**config.mk**
```make
export PLATFORM = sky130hd
export DESIGN_NAME = lane_perm_unit
export DESIGN_NICKNAME = d
export VERILOG_FILES = /design/src/rtl/lane_perm_pkg.sv /design/src/rtl/lane_perm_route.sv /design/src/rtl/lane_perm_xbar.sv /design/src/rtl/lane_perm_unit.sv
export SDC_FILE = /design/constraint.sdc
export NUM_CORES = 1
export LEC_CHECK = 0
export ABC_AREA = 1
export BUFFER_PORTS_ARGS = -buffer_cell sky130_fd_sc_hd__buf_2
export CAP_MARGIN = 15
export CORE_ASPECT_RATIO = 1.75
export CORE_MARGIN = 3
export CORE_UTILIZATION = 50
export CTS_BUF_LIST = sky130_fd_sc_hd__clkbuf_16
export CTS_CLUSTER_DIAMETER = 50
export DETAILED_ROUTE_END_ITERATION = 8
export MAX_ROUTING_LAYER = met4
export PLACE_DENSITY = 0.8
export SYNTH_ARGS = -nofsm -noshare
export SYNTH_HDL_FRONTEND = slang
export SYNTH_SLANG_ARGS = --single-unit
```
**constraint.sdc**
```tcl
create_clock -name clk -period 0.8 [get_ports clk]
set_input_delay 0.16 -clock clk [delete_from_list [all_inputs] [get_ports clk]]
set_output_delay 0.16 -clock clk [all_outputs]
set_load 0.05 [all_outputs]
```
**src/rtl/lane_perm_pkg.sv**
```systemverilog
package lane_perm_pkg;

  // Lanes per word; the permutation patterns are defined on four lanes.
  localparam int LANES   = 4;
  localparam int OUT_LN  = 2 * LANES;
  localparam int IDX_W   = $clog2(LANES);

  typedef enum logic [2:0] {
    OP_PASS  = 3'd0,
    OP_TRN8  = 3'd1,
    OP_TRN16 = 3'd2,
    OP_UZP8  = 3'd3,
    OP_ZIP8  = 3'd4,
    OP_ZIP16 = 3'd5,
    OP_RSV6  = 3'd6,
    OP_RSV7  = 3'd7
  } perm_op_e;

  // Source of one output lane: which operand word, which lane in it.
  typedef struct packed {
    logic             from_y;
    logic [IDX_W-1:0] idx;
  } lane_src_t;

  // Output lane numbering: 0..3 are lanes of P, 4..7 are lanes of Q.
  function automatic lane_src_t route(input perm_op_e op, input logic [2:0] lane);
    lane_src_t  r;
    logic [1:0] k;
    logic       w;
    int         n;
    k = lane[1:0];
    w = lane[2];
    case (op)
      OP_TRN8: begin
        r.from_y = ~k[0];
        n        = 2 * int'(k[1]) + int'(w);
      end
      OP_UZP8: begin
        r.from_y = k[1];
        n        = 2 * int'(k[0]) + int'(w);
      end
      OP_ZIP8: begin
        r.from_y = k[0];
        n        = int'(k[1]) + 2 * int'(w);
      end
      OP_TRN16: begin
        r.from_y = ~k[1];
        n        = int'(k[0]) + 2 * int'(w);
      end
      OP_ZIP16: begin
        r.from_y = k[1];
        n        = int'(k[0]) + 2 * int'(w);
      end
      default: begin
        r.from_y = w;
        n        = int'(k);
      end
    endcase
    r.idx = IDX_W'(n);
    return r;
  endfunction

endpackage

```
**src/rtl/lane_perm_route.sv**
```systemverilog
module lane_perm_route
  import lane_perm_pkg::*;
(
  input  logic [2:0]             op_i,
  output lane_src_t [OUT_LN-1:0] src_o
);

  perm_op_e op;
  assign op = perm_op_e'(op_i);

  for (genvar g = 0; g < OUT_LN; g++) begin : g_lane
    assign src_o[g] = route(op, 3'(g));
  end

endmodule

```
**src/rtl/lane_perm_xbar.sv**
```systemverilog
module lane_perm_xbar
  import lane_perm_pkg::*;
#(
  parameter int LANE_W = 8,
  localparam int WORD_W = LANES * LANE_W
) (
  input  logic [WORD_W-1:0]      x_i,
  input  logic [WORD_W-1:0]      y_i,
  input  lane_src_t [OUT_LN-1:0] src_i,
  output logic [WORD_W-1:0]      p_o,
  output logic [WORD_W-1:0]      q_o
);

  logic [LANE_W-1:0] xl [LANES];
  logic [LANE_W-1:0] yl [LANES];
  logic [OUT_LN-1:0][LANE_W-1:0] ol;

  for (genvar i = 0; i < LANES; i++) begin : g_split
    assign xl[i] = x_i[i*LANE_W +: LANE_W];
    assign yl[i] = y_i[i*LANE_W +: LANE_W];
  end

  for (genvar g = 0; g < OUT_LN; g++) begin : g_mux
    always_comb begin
      if (src_i[g].from_y) ol[g] = yl[src_i[g].idx];
      else                 ol[g] = xl[src_i[g].idx];
    end
  end

  assign p_o = ol[LANES-1:0];
  assign q_o = ol[OUT_LN-1:LANES];

endmodule

```
**src/rtl/lane_perm_unit.sv**
```systemverilog
module lane_perm_unit
  import lane_perm_pkg::*;
#(
  parameter int LANE_W = 8,
  localparam int WORD_W = LANES * LANE_W
) (
  input  logic              clk,
  input  logic              rst_n,
  input  logic [2:0]        op_i,
  input  logic [WORD_W-1:0] x_i,
  input  logic [WORD_W-1:0] y_i,
  output logic [WORD_W-1:0] p_o,
  output logic [WORD_W-1:0] q_o
);

  lane_src_t [OUT_LN-1:0] src;
  logic [WORD_W-1:0] p_d, q_d;
  logic [WORD_W-1:0] p_q, q_q;

  lane_perm_route u_route (
    .op_i  (op_i),
    .src_o (src)
  );

  lane_perm_xbar #(.LANE_W(LANE_W)) u_xbar (
    .x_i   (x_i),
    .y_i   (y_i),
    .src_i (src),
    .p_o   (p_d),
    .q_o   (q_d)
  );

  always_ff @(posedge clk or negedge rst_n) begin
    if (!rst_n) begin
      p_q <= '0;
      q_q <= '0;
    end else begin
      p_q <= p_d;
      q_q <= q_d;
    end
  end

  assign p_o = p_q;
  assign q_o = q_q;

endmodule

```
==> results of run 1 <==
[metrics by stage]
step | cell area (µm²) | util | setup slack [ns] | setup TNS, ns
after global placement | 6860 | 0.711 | -0.660 | -35.68
after CTS | 9170 | 0.951 | -0.284 | -21.85
after floorplan | 5520 | - | -0.511 | -21.95
after detailed placement | 6860 | 0.711 | -0.661 | -36.73
[timing repair]
action | 4_1_cts
hold buffers | 1
buffers inserted | 32
endpoints found under the hold margin | 64
resized for setup | 381
endpoints found under the setup margin | 128
pin swaps | 119
gates cloned | 22
[per-layer routing]
metal / overflow / GRT usage
met5: - / -
met4: 15 / 0.688
met3: 2 / 0.579
met2: 10 / 0.856
met1: 0 / 0.735
[cells by family after synthesis]
logic type	after synthesis	synth area share
DFF	64	0.318
adders and majority gates	1	0.00249
buffers and inverters	126	0.102
AOI/OAI and AO/OA	58	0.0634
and+or+nand+nor	598	0.513
[cell usage after synthesis]
cell type,n,area share
buf_4,1,0.0015
ha_1,1,0.0025
clkinv_1,3,0.0022
nand3b_1,6,0.0090
o211ai_1,4,0.0060
nand2_1,349,0.26
or2_2,1,0.0012
buf_1,3,0.0022
nand3_2,3,0.0060
a21oi_2,1,0.0017
o21ai_0,33,0.033
nand4_1,12,0.015
nor2_2,1,0.0012
a21oi_4,1,0.0032
buf_2,31,0.031
inv_2,4,0.0030
nor2_4,2,0.0045
o21ai_2,1,0.0017
clkbuf_1,19,0.014
nand3_1,197,0.20
nor2_1,27,0.020
inv_1,65,0.048
dfrtp_1,64,0.32
a21oi_1,18,0.018
==> results by group, run 1 <==
GRT
  • Largest net degree at the start of global routing: 39
  • Total GRT Usage: 0.734
  • Vias in the first global route: 9,873
  • Grt total ovfl: 27
  • Global-route wire length before repair: just over 60,000 µm

Placed design
  • IO buf count: roughly 130
  • Post-DP HPWL: 16,900 µm
  • Placed cells: between 1,000 and 1,500
  • Routability Congestion: roughly 1.1

Synthesis
  • Cells after synthesis: 847
  • YS warnings: 0
  • Register area share after synthesis: 0.318
  • Synth Area per Inst: 5.94 µm²
  • Synth Cell Area: approximately 5000 µm²
  • Yosys reg bits: 64
  • Unique masters post-synth: 24
  • Syn nets: 917

Floorplan
  • Initial Util: 0.522
  • IO Pins: 133
  • Die Wd: 81.8 µm
  • Row Count: 47
  • Height of the die: 139 µm

Status
  • Failing step: 5_1_grt
  • Status: stopped before the end
  • Error msg: [ERROR GRT-0116] Global routing finished with congestion. Check the congestion regions in the DRC Viewer.

CTS
  • Clock tree buffer depth: 2
  • TritonCTS buffer count: 9
  • CTS root buf: clkbuf_16
  • H-tree depth: 3
  • Sink Count: 64
==> run 2, diff against run 1 <==
Settings changed: CORE_ASPECT_RATIO 1.75 to default, CORE_UTILIZATION 50 to 35, CTS_BUF_LIST sky130_fd_sc_hd__clkbuf_16 to default, CTS_CLUSTER_DIAMETER 50 to default, MAX_ROUTING_LAYER met4 to default, PLACE_DENSITY 0.8 to default, PLACE_DENSITY_LB_ADDON from default to 0.15.
==> run 2 against run 1 <==
  * The flow now finishes, with violations (negative setup slack)
  * Synthesized cell count stayed put
  * Area after synthesis is the same
==> results by group, run 2 <==
Status
  • Status: finished, violations left
  • Failing checks: negative setup slack

Pwr
  • Total power: roughly 16 mW
  • PwrDens: 1560 nW/µm²
  • Lkg Pwr: about 5.3 nW
  • Max VDD drop: about 0.0015 V

CTS
  • CTS root buf: clkbuf_16
  • Worst-path clk slew: roughly 0.060 ns
  • Sink Count: 64 (unchanged)
  • TritonCTS buffer count: 9 (unchanged)
  • CTS tree: done
  • Clock tree buffer depth: 2 (unchanged)
  • H-tree depth: 3 (unchanged)

Placed design
  • Pre-CTS setup slack: -0.667 ns (-0.00516 ns)
  • Placed cells: 1,227 (+6.1%)
  • IO buf count: 132 (unchanged)
  • Routability Congestion: 0.965 (-8.5%)
  • Post-DP HPWL: 16,100 µm (-4.5%)

Setup path
  • Crit end category: flip-flop
  • Crit path max-delay family: buffers and inverters
  • Startpoint Class: primary input
  • Slowest cell on crit path: ha_4
  • Kind of critical path: primary input to flip-flop
  • Largest fanout on the critical path: 8
  • CP required: approximately 1.1 ns
  • CP Launch Point: op_i[1]
  • Crit-path max cell delay: about 0.27 ns
  • WP data arrival: 1.42 ns
  • Cells along the critical path: buf_12 -> inv_8 -> ha_4 -> buf_12 -> a21oi_4 -> clkbuf_16 -> nand3_2 -> nand3_2 -> nand2_1 -> nand2_1
  • Worst Path Buf+Inv: 4

Floorplan
  • Core area: 14,000 µm²
  • IO Pins: 133 (unchanged)
  • Height of the die: 126 µm (-9.2%)
  • DIE AREA: 15,800 µm²
  • Row Count: 43 (-8.5%)
  • Die Wd: 126 µm (+54%)
  • Initial Util: 0.360 (-0.162)

Synthesis
  • Top-count cell post-synth: nand2_1
  • Register area share after synthesis: 0.318 (unchanged)
  • Syn nets: 917 (unchanged)
  • Yosys top cell by area: dfrtp_1
  • Commonest cells post-synth: 349 x nand2_1, 197 x nand3_1, 65 x inv_1
  • Synth Cell Area: 5030 µm² (unchanged)
  • Synth area leaders: dfrtp_1 32%, nand2_1 26%, nand3_1 20%, inv_1 4.8%, o21ai_0 3.3%
  • Cells after synthesis: 847 (unchanged)
  • Unique masters post-synth: 24 (unchanged)
  • Post-synth EDFFs: 0 (unchanged)
  • YS warnings: 0 (unchanged)
  • Synth top area share: 0.318 (unchanged)
  • Asr flop ratio synth: 1.00 (unchanged)
  • Yosys reg bits: 64 (unchanged)
  • Synth Area per Inst: 5.94 µm² (unchanged)
  • Post-synth top flop: dfrtp_1

STA
  • Post-route minimum period: 1.13 ns
  • Endpoints failing setup: roughly 130
  • Final Hold Viols: 0
  • Rel. slew slack: 0.802
  • Final WS setup: -0.334 ns
  • Worst-margin pin slew: 0.297 ns
  • Final period util: 1.42
  • F_max: 0.882 GHz
  • RSZ-0062 raised after global routing: true
  • Max Slew Vio Count: 0

GRT
  • Gr busiest metal: met2
  • Initial antenna violation count: 0
  • Total GRT Usage: 0.314
  • Grt met2 use: 0.517
  • Largest net degree at the start of global routing: 34
  • Met3 usage: 0.0717
  • Grt total ovfl: 0
  • Met1 usage: 0.367
  • Global-route wire length before repair: around 40,000 µm
  • Vias in the first global route: just over 7,000

Cells and area
  • Antenna fix cells: 0
  • Most frequent cells in the layout: 274 x nand2_1, 123 x nand3_2, 119 x buf_6
  • NumNets Final: approximately 1,200
  • Commonest non-fill, non-tap cell in the layout: nand2_1
  • Area Growth Syn to Fin: 103%
  • Layout Utilization: 0.730
  • Fraction of final layout cells sized beyond drive strength 1: 0.529
  • Non-filler cells, final: roughly 1,300

Drt
  • DR WL/cell: 20.3 µm
  • Vias: roughly 7,600
  • DRT Wirelength: 26,800 µm
  • Routed Antenna Nets: 0
  • Initial DRC Count: 865
  • Vias per cell: about 5.7
  • DRC: 0
  • DRT Pass-1 Iters: 6

Flow run
  • Max cap viols: 0

Min path
  • Hold Path Class: primary input to flip-flop
  • Hold Startpoint: y_i[0]
[run 2: timing repair]
item / CTS / global route
pin swaps: 123 / 80
cloned: 22 / 3
hold endpoints to repair: 64 / 0
setup buffers: 42 / 20
endpoints found under the setup margin: 128 / 128
resized for setup: 388 / 130
hold buffers: 1 / 0
[run 2: worst min-delay path, delay by kind of cell]
family	cells	cell delay, ns
AOI/OAI and AO/OA	1	0.06
buffers and inverters	1	0.11
and+or+nand+nor	1	0.05
[run 2: layer usage]
metal / routed length (µm) / vias to the layer above
li1: - / 3336
met1: 9570 / 3560
met2: 12800 / 521
met3: 2520 / 146
met4: 1980 / 0
met5: 0 / -
[run 2: final timing paths]
kind                                     end  slack (ns)  depth (start not counted)
worst max-delay path       q_o[14]$_DFF_PN0_       -0.33                         10
worst min-delay path        p_o[0]$_DFF_PN0_        0.07                          3
max in group asynchronous  p_o[31]$_DFF_PN0_        0.28                          3
min in group asynchronous  p_o[13]$_DFF_PN0_        0.34                          3
[run 2: layout make-up]
class,count,area [µm²]
clock inverter,5,56.3
multi-input combinational,662,4230
timing repair buffer,327,3500
fill,1017,3780
tap,180,225
inverter,72,348
timing repair inverter,1,16.3
clock buffer,11,243
sequential,64,1600
[run 2: power by group]
group | switching (mW) | internal, mW | total (mW)
sequential | 0.200 | 3.66 | 3.86
combinational | 4.75 | 3.27 | 8.02
clock | 1.54 | 2.49 | 4.03
total | 6.48 | 9.42 | 15.9
[run 2: through the flow]
| stage | instance area, µm² | TNS, ns | hold WS [ns] |
|---|---|---|---|
| final | 10200 | -27.41 | 0.0683 |
| after global routing | 10200 | -30.49 | 0.0867 |
| after CTS | 9560 | -23.83 | 0.0714 |
| after detailed placement | 7050 | -38.64 | 0.173 |
| after global placement | 7050 | -38.26 | 0.176 |
| after floorplan | 5520 | -21.95 | -0.136 |
[run 2: cells by family (layout without fill, tap and decap cells)]
logic type / Yosys count / in the layout / share of synthesized area
AO/OA/AOI/OAI: 58 / 58 / 0.0634
adder cells (fa/ha/maj): 1 / 1 / 0.00249
buffers and inverters: 126 / 416 / 0.102
flip-flops: 64 / 64 / 0.318
AND/OR/NAND/NOR: 598 / 603 / 0.513
Note: power is estimated with default switching activity, not from simulation.
==> run 3, diff against run 2 <==
Settings changed: CTS_CLUSTER_DIAMETER from default to 100, SKIP_LAST_GASP from default to 1.
==> run 3 against run 2 <==
  * The flow still finishes with violations (negative setup slack)
  * Die area unchanged
  * Highest routed layer unchanged
  * Final cell count is 0.15% lower
  * Largest power group unchanged
  * Sequential share of layout area increased by 0.37 points
  * Cell area decreased by 2.3%
==> results by group, run 3 (synthesis gave the netlist of run 2 again) <==
Setup path
  • Slowest cell on crit path: ha_4
  • CP required: 1.08 ns (about the same)
  • WP data arrival: 1.39 ns (-0.03 ns)
  • Crit end category: flip-flop
  • Most used cell, CP: nand2_1
  • CP Launch Point: op_i[1]
  • Largest fanout on the critical path: 8 (unchanged)
  • Cells along the critical path: buf_12 -> inv_8 -> ha_4 -> buf_4 -> buf_6 -> buf_16 -> nand3_1 -> nand2_1 -> nand2_1 -> nand2_1
  • Startpoint Class: primary input
  • Crit path capture: p_o[22]$_DFF_PN0_
  • Kind of critical path: primary input to flip-flop
  • Crit-path max cell delay: 0.33 ns (+0.06 ns)

Drt
  • DR WL/cell: 19.8 µm (-2.6%)
  • Routed Antenna Nets: 0 (unchanged)
  • Initial DRC Count: 787 (-9.0%)
  • DRT Pass-1 Iters: 5 (-1)
  • Vias per cell: 5.65 (-1.2%)
  • DRC: 0 (unchanged)
  • Vias: 7,462 (-1.3%)
  • DRT Wirelength: 26,100 µm (-2.7%)

STA
  • F_max: 0.905 GHz (+2.7%)
  • Endpoints failing setup: 128 (unchanged)
  • Max Slew Vio Count: 0 (unchanged)
  • Rel. slew slack: 0.811 (+0.00874)
  • Final Hold Viols: 0 (unchanged)
  • RSZ-0062 raised after global routing: true
  • Final period util: 1.38 (-0.0373)
  • Worst-margin pin slew: 0.283 ns (-0.0137 ns)
  • Final WS setup: -0.304 ns (+0.0299 ns)
  • Post-route minimum period: 1.10 ns (-0.0299 ns)

GRT
  • Global-route wire length before repair: 38,500 µm (-0.99%)
  • Vias in the first global route: 7,161 (-1.2%)
  • Initial antenna violation count: 0 (unchanged)
  • Total GRT Usage: 0.311 (-0.00294)
  • Grt total ovfl: 0 (unchanged)
  • Largest net degree at the start of global routing: 34 (unchanged)

Placed design
  • IO buf count: 132 (unchanged)
  • Routability Congestion: 0.965 (unchanged)
  • DP Area: 7050 µm² (unchanged)
  • Post-DP HPWL: 16,100 µm (unchanged)

Cells and area
  • Area Growth Syn to Fin: 98.4%
  • Commonest non-fill, non-tap cell in the layout: nand2_1
  • Fin area: 9980 µm² (-2.3%)
  • Fraction of final layout cells sized beyond drive strength 1: 0.509 (-0.0201)
  • Layout Utilization: 0.713 (-0.0166)
  • Antenna fix cells: 0 (unchanged)
  • NumNets Final: 1,205 (-0.17%)
  • Most frequent cells in the layout: 277 x nand2_1, 115 x buf_6, 106 x nand3_2
  • Layout fillers: 1,054 (+3.6%)

CTS
  • Sink Count: 64 (unchanged)
  • H-tree depth: 3 (unchanged)
  • Worst-path clk slew: 0.06 ns (about the same)
  • Clock tree buffer depth: 2 (unchanged)
  • CTS root buf: clkbuf_16
  • TritonCTS buffer count: 9 (unchanged)
  • CTS tree: done

Pwr
  • Sw power: 6.35 mW (-2.1%)
  • PwrDens: 1570 nW/µm² (+0.87%)
  • Part of the power in the clock network: 0.255 (+0.002)
  • Lkg Pwr: 5.17 nW (-2.0%)
  • Reg power frac: 0.246 (+0.003)
  • Max VDD drop: 0.00147 V (about the same)
  • Gate power share: 0.499 (-0.005)
  • Net Sw Frac: 0.405 (-0.00276)
  • Int Power: 9.33 mW (-0.98%)

Status
  • Failing checks: negative setup slack
  • Status: finished, violations left

Min path
  • Hold Startpoint: y_i[0]
  • Hold Path Class: primary input to flip-flop

Floorplan
  • Initial Util: 0.360 (unchanged)
  • IO Pins: 133 (unchanged)
  • DIE AREA: 15,800 µm² (unchanged)
  • Height of the die: 126 µm (unchanged)
  • Core area: 14,000 µm² (unchanged)
  • Row Count: 43 (unchanged)
  • Die Wd: 126 µm (unchanged)

Flow run
  • Max cap viols: 0 (unchanged)
[run 3: cell types whose count changed in the layout (fill, tap and decap cells not counted), sizes merged]
cell    before  now
inv         70   71
clkinv       6    5
buf        323  320
nand2      352  353
[run 3: timing repair]
item,CTS,global route
setup buffers,42,18
setup endpoints to repair,128,128
hold endpoints to repair,64,0
gates resized for setup,368,111
pin swaps,114,80
gates cloned,22,4
hold buffers,1,0
[run 3: worst min path at each step]
stage | cells past startpoint | endpoint | slack [ns]
after floorplan | 0 | p_o[0]$_DFF_PN0_ | -0.14
after global placement | 2 | p_o[13]$_DFF_PN0_ | 0.18
after detailed placement | 2 | p_o[13]$_DFF_PN0_ | 0.17
after CTS | 3 | p_o[6]$_DFF_PN0_ | 0.07
after global routing | 3 | p_o[0]$_DFF_PN0_ | 0.08
final | 3 | p_o[0]$_DFF_PN0_ | 0.08
[run 3: layer usage]
metal,GRT usage,wire (µm),up-vias
met5,0,0,-
met4,0.185,1660,0
met3,0.0683,2310,128
met2,0.518,12600,474
met1,0.366,9570,3519
li1,-,-,3341
[run 3: cell type report]
cell class | count | area (µm²) | area share
sequential | 64 | 1600 | 0.160
multi-input combinational | 663 | 4110 | 0.412
clock buffer | 11 | 243 | 0.0243
timing repair buffer | 324 | 3390 | 0.340
clock inverter | 5 | 56.3 | 0.00564
timing repair inverter | 1 | 8.76 | 0.000878
inverter | 72 | 348 | 0.0349
tap | 180 | 225 | 0.0226
[run 3: worst max-delay path: cells and delay by family]
family                     cells  cell delay, ns
adders and majority gates      1            0.33
buffers and inverters          5            0.56
and+or+nand+nor                4            0.34
[run 3: metrics by stage]
step                power, mW  setup WS, ns  instances  hold slack, ns  TNS, ns
finish                   15.7        -0.304       1320          0.0779   -28.73
global route             16.3        -0.318       1320          0.0834   -32.23
CTS                      15.2        -0.271       1306          0.0662   -24.01
detailed placement       9.28        -0.667       1227           0.173   -38.64
global placement         9.27        -0.671       1227           0.176   -38.26
floorplan                7.40        -0.511        847          -0.136   -21.95
[run 3: power by group through the flow]
stage | Clock [mW] | Sequential, mW | Combinational (mW)
3_3_place_gp | 0 | 3.81 | 5.46
3_5_place_dp | 0 | 3.81 | 5.47
5_1_grt | 4.23 | 3.90 | 8.19
4_1_cts | 4.05 | 3.87 | 7.27
6_report | 3.99 | 3.86 | 7.82
2_1_floorplan | 0 | 5.36 | 2.04
==> run 4, diff against run 3 <==
Settings changed: CORE_UTILIZATION 35 to 54, GPL_TIMING_DRIVEN from default to 0.
==> run 4 against run 3 <==
  * The run now fails in 5_1_grt
  * Synthesized cell count is the same
  * Area after synthesis unchanged
==> results by group, run 4 <==
Status
  • Status: stopped before the end
  • Failing step: 5_1_grt
  • Error msg: [ERROR GRT-0116] Global routing finished with congestion. Check the congestion regions in the DRC Viewer.

GRT
  • Largest net degree at the start of global routing: 37
  • Global-route wire length before repair: 58,700 µm
  • Total GRT Usage: 0.753
  • Vias in the first global route: 9,730
  • Grt total ovfl: 4

Synthesis
  • Cells after synthesis: 847 (unchanged)
  • Register area share after synthesis: 0.318 (unchanged)
  • Yosys reg bits: 64 (unchanged)
  • Asr flop ratio synth: 1.00 (unchanged)
  • Syn nets: 917 (unchanged)
  • Yosys top cell by area: dfrtp_1
  • Post-synth EDFFs: 0 (unchanged)
  • Synth Cell Area: 5030 µm² (unchanged)
  • Top-count cell post-synth: nand2_1
  • Synth area leaders: dfrtp_1 32%, nand2_1 26%, nand3_1 20%, inv_1 4.8%, o21ai_0 3.3%
  • YS warnings: 0 (unchanged)
  • Post-synth top flop: dfrtp_1
  • Synth top area share: 0.318 (unchanged)
  • Unique masters post-synth: 24 (unchanged)
  • Commonest cells post-synth: 349 x nand2_1, 197 x nand3_1, 65 x inv_1
  • Synth Area per Inst: 5.94 µm² (unchanged)

CTS
  • H-tree depth: 3 (unchanged)
  • Sink Count: 64 (unchanged)
  • TritonCTS buffer count: 9 (unchanged)
  • CTS root buf: clkbuf_8
  • Clock tree buffer depth: 2 (unchanged)

Floorplan
  • Die Wd: 103 µm (-19%)
  • Initial Util: 0.566 (+0.206)
  • IO Pins: 133 (unchanged)
  • Row Count: 34 (-21%)
  • Height of the die: 103 µm (-19%)

Placed design
  • Post-DP HPWL: 16,200 µm (+0.46%)
  • Pre-CTS setup slack: -1.11 ns (-0.448 ns)
  • Routability Congestion: 1.05 (+8.4%)
  • IO buf count: 131 (-0.76%)
run 4: cell counts after synthesis:
Identical to the previous run, type by type.
run 4: per-layer routing:
layer / global-route usage / GRT overflow
met5: 0.327 / 0
met4: 0.668 / 1
met3: 0.679 / 0
met2: 0.882 / 3
met1: 0.764 / 0
run 4: timing repair:
| action | CTS |
|---|---|
| resized for setup | 270 |
| endpoints found under the hold margin | 28 |
| pin swaps | 40 |
| setup endpoints to repair | 128 |
| cloned | 21 |
| setup buffers | 41 |
run 4: cells by family after synthesis:
group           Yosys count  share of synthesized area
flops                    64                      0.318
buf+inv                 126                      0.102
fa+ha+maj                 1                    0.00249
simple gates            598                      0.513
compound gates           58                     0.0634
run 4: stage by stage:
stage / cell area (µm²) / std cells / utilization / hold slack (ns) / setup TNS (ns)
after CTS: 8250 / 1162 / 0.927 / -0.155 / -26.64
after detailed placement: 6330 / 1087 / 0.712 / 0.226 / -52.26
after global placement: 6310 / 1086 / 0.710 / 0.403 / -86.23
after floorplan: 5520 / 847 / - / -0.136 / -21.95
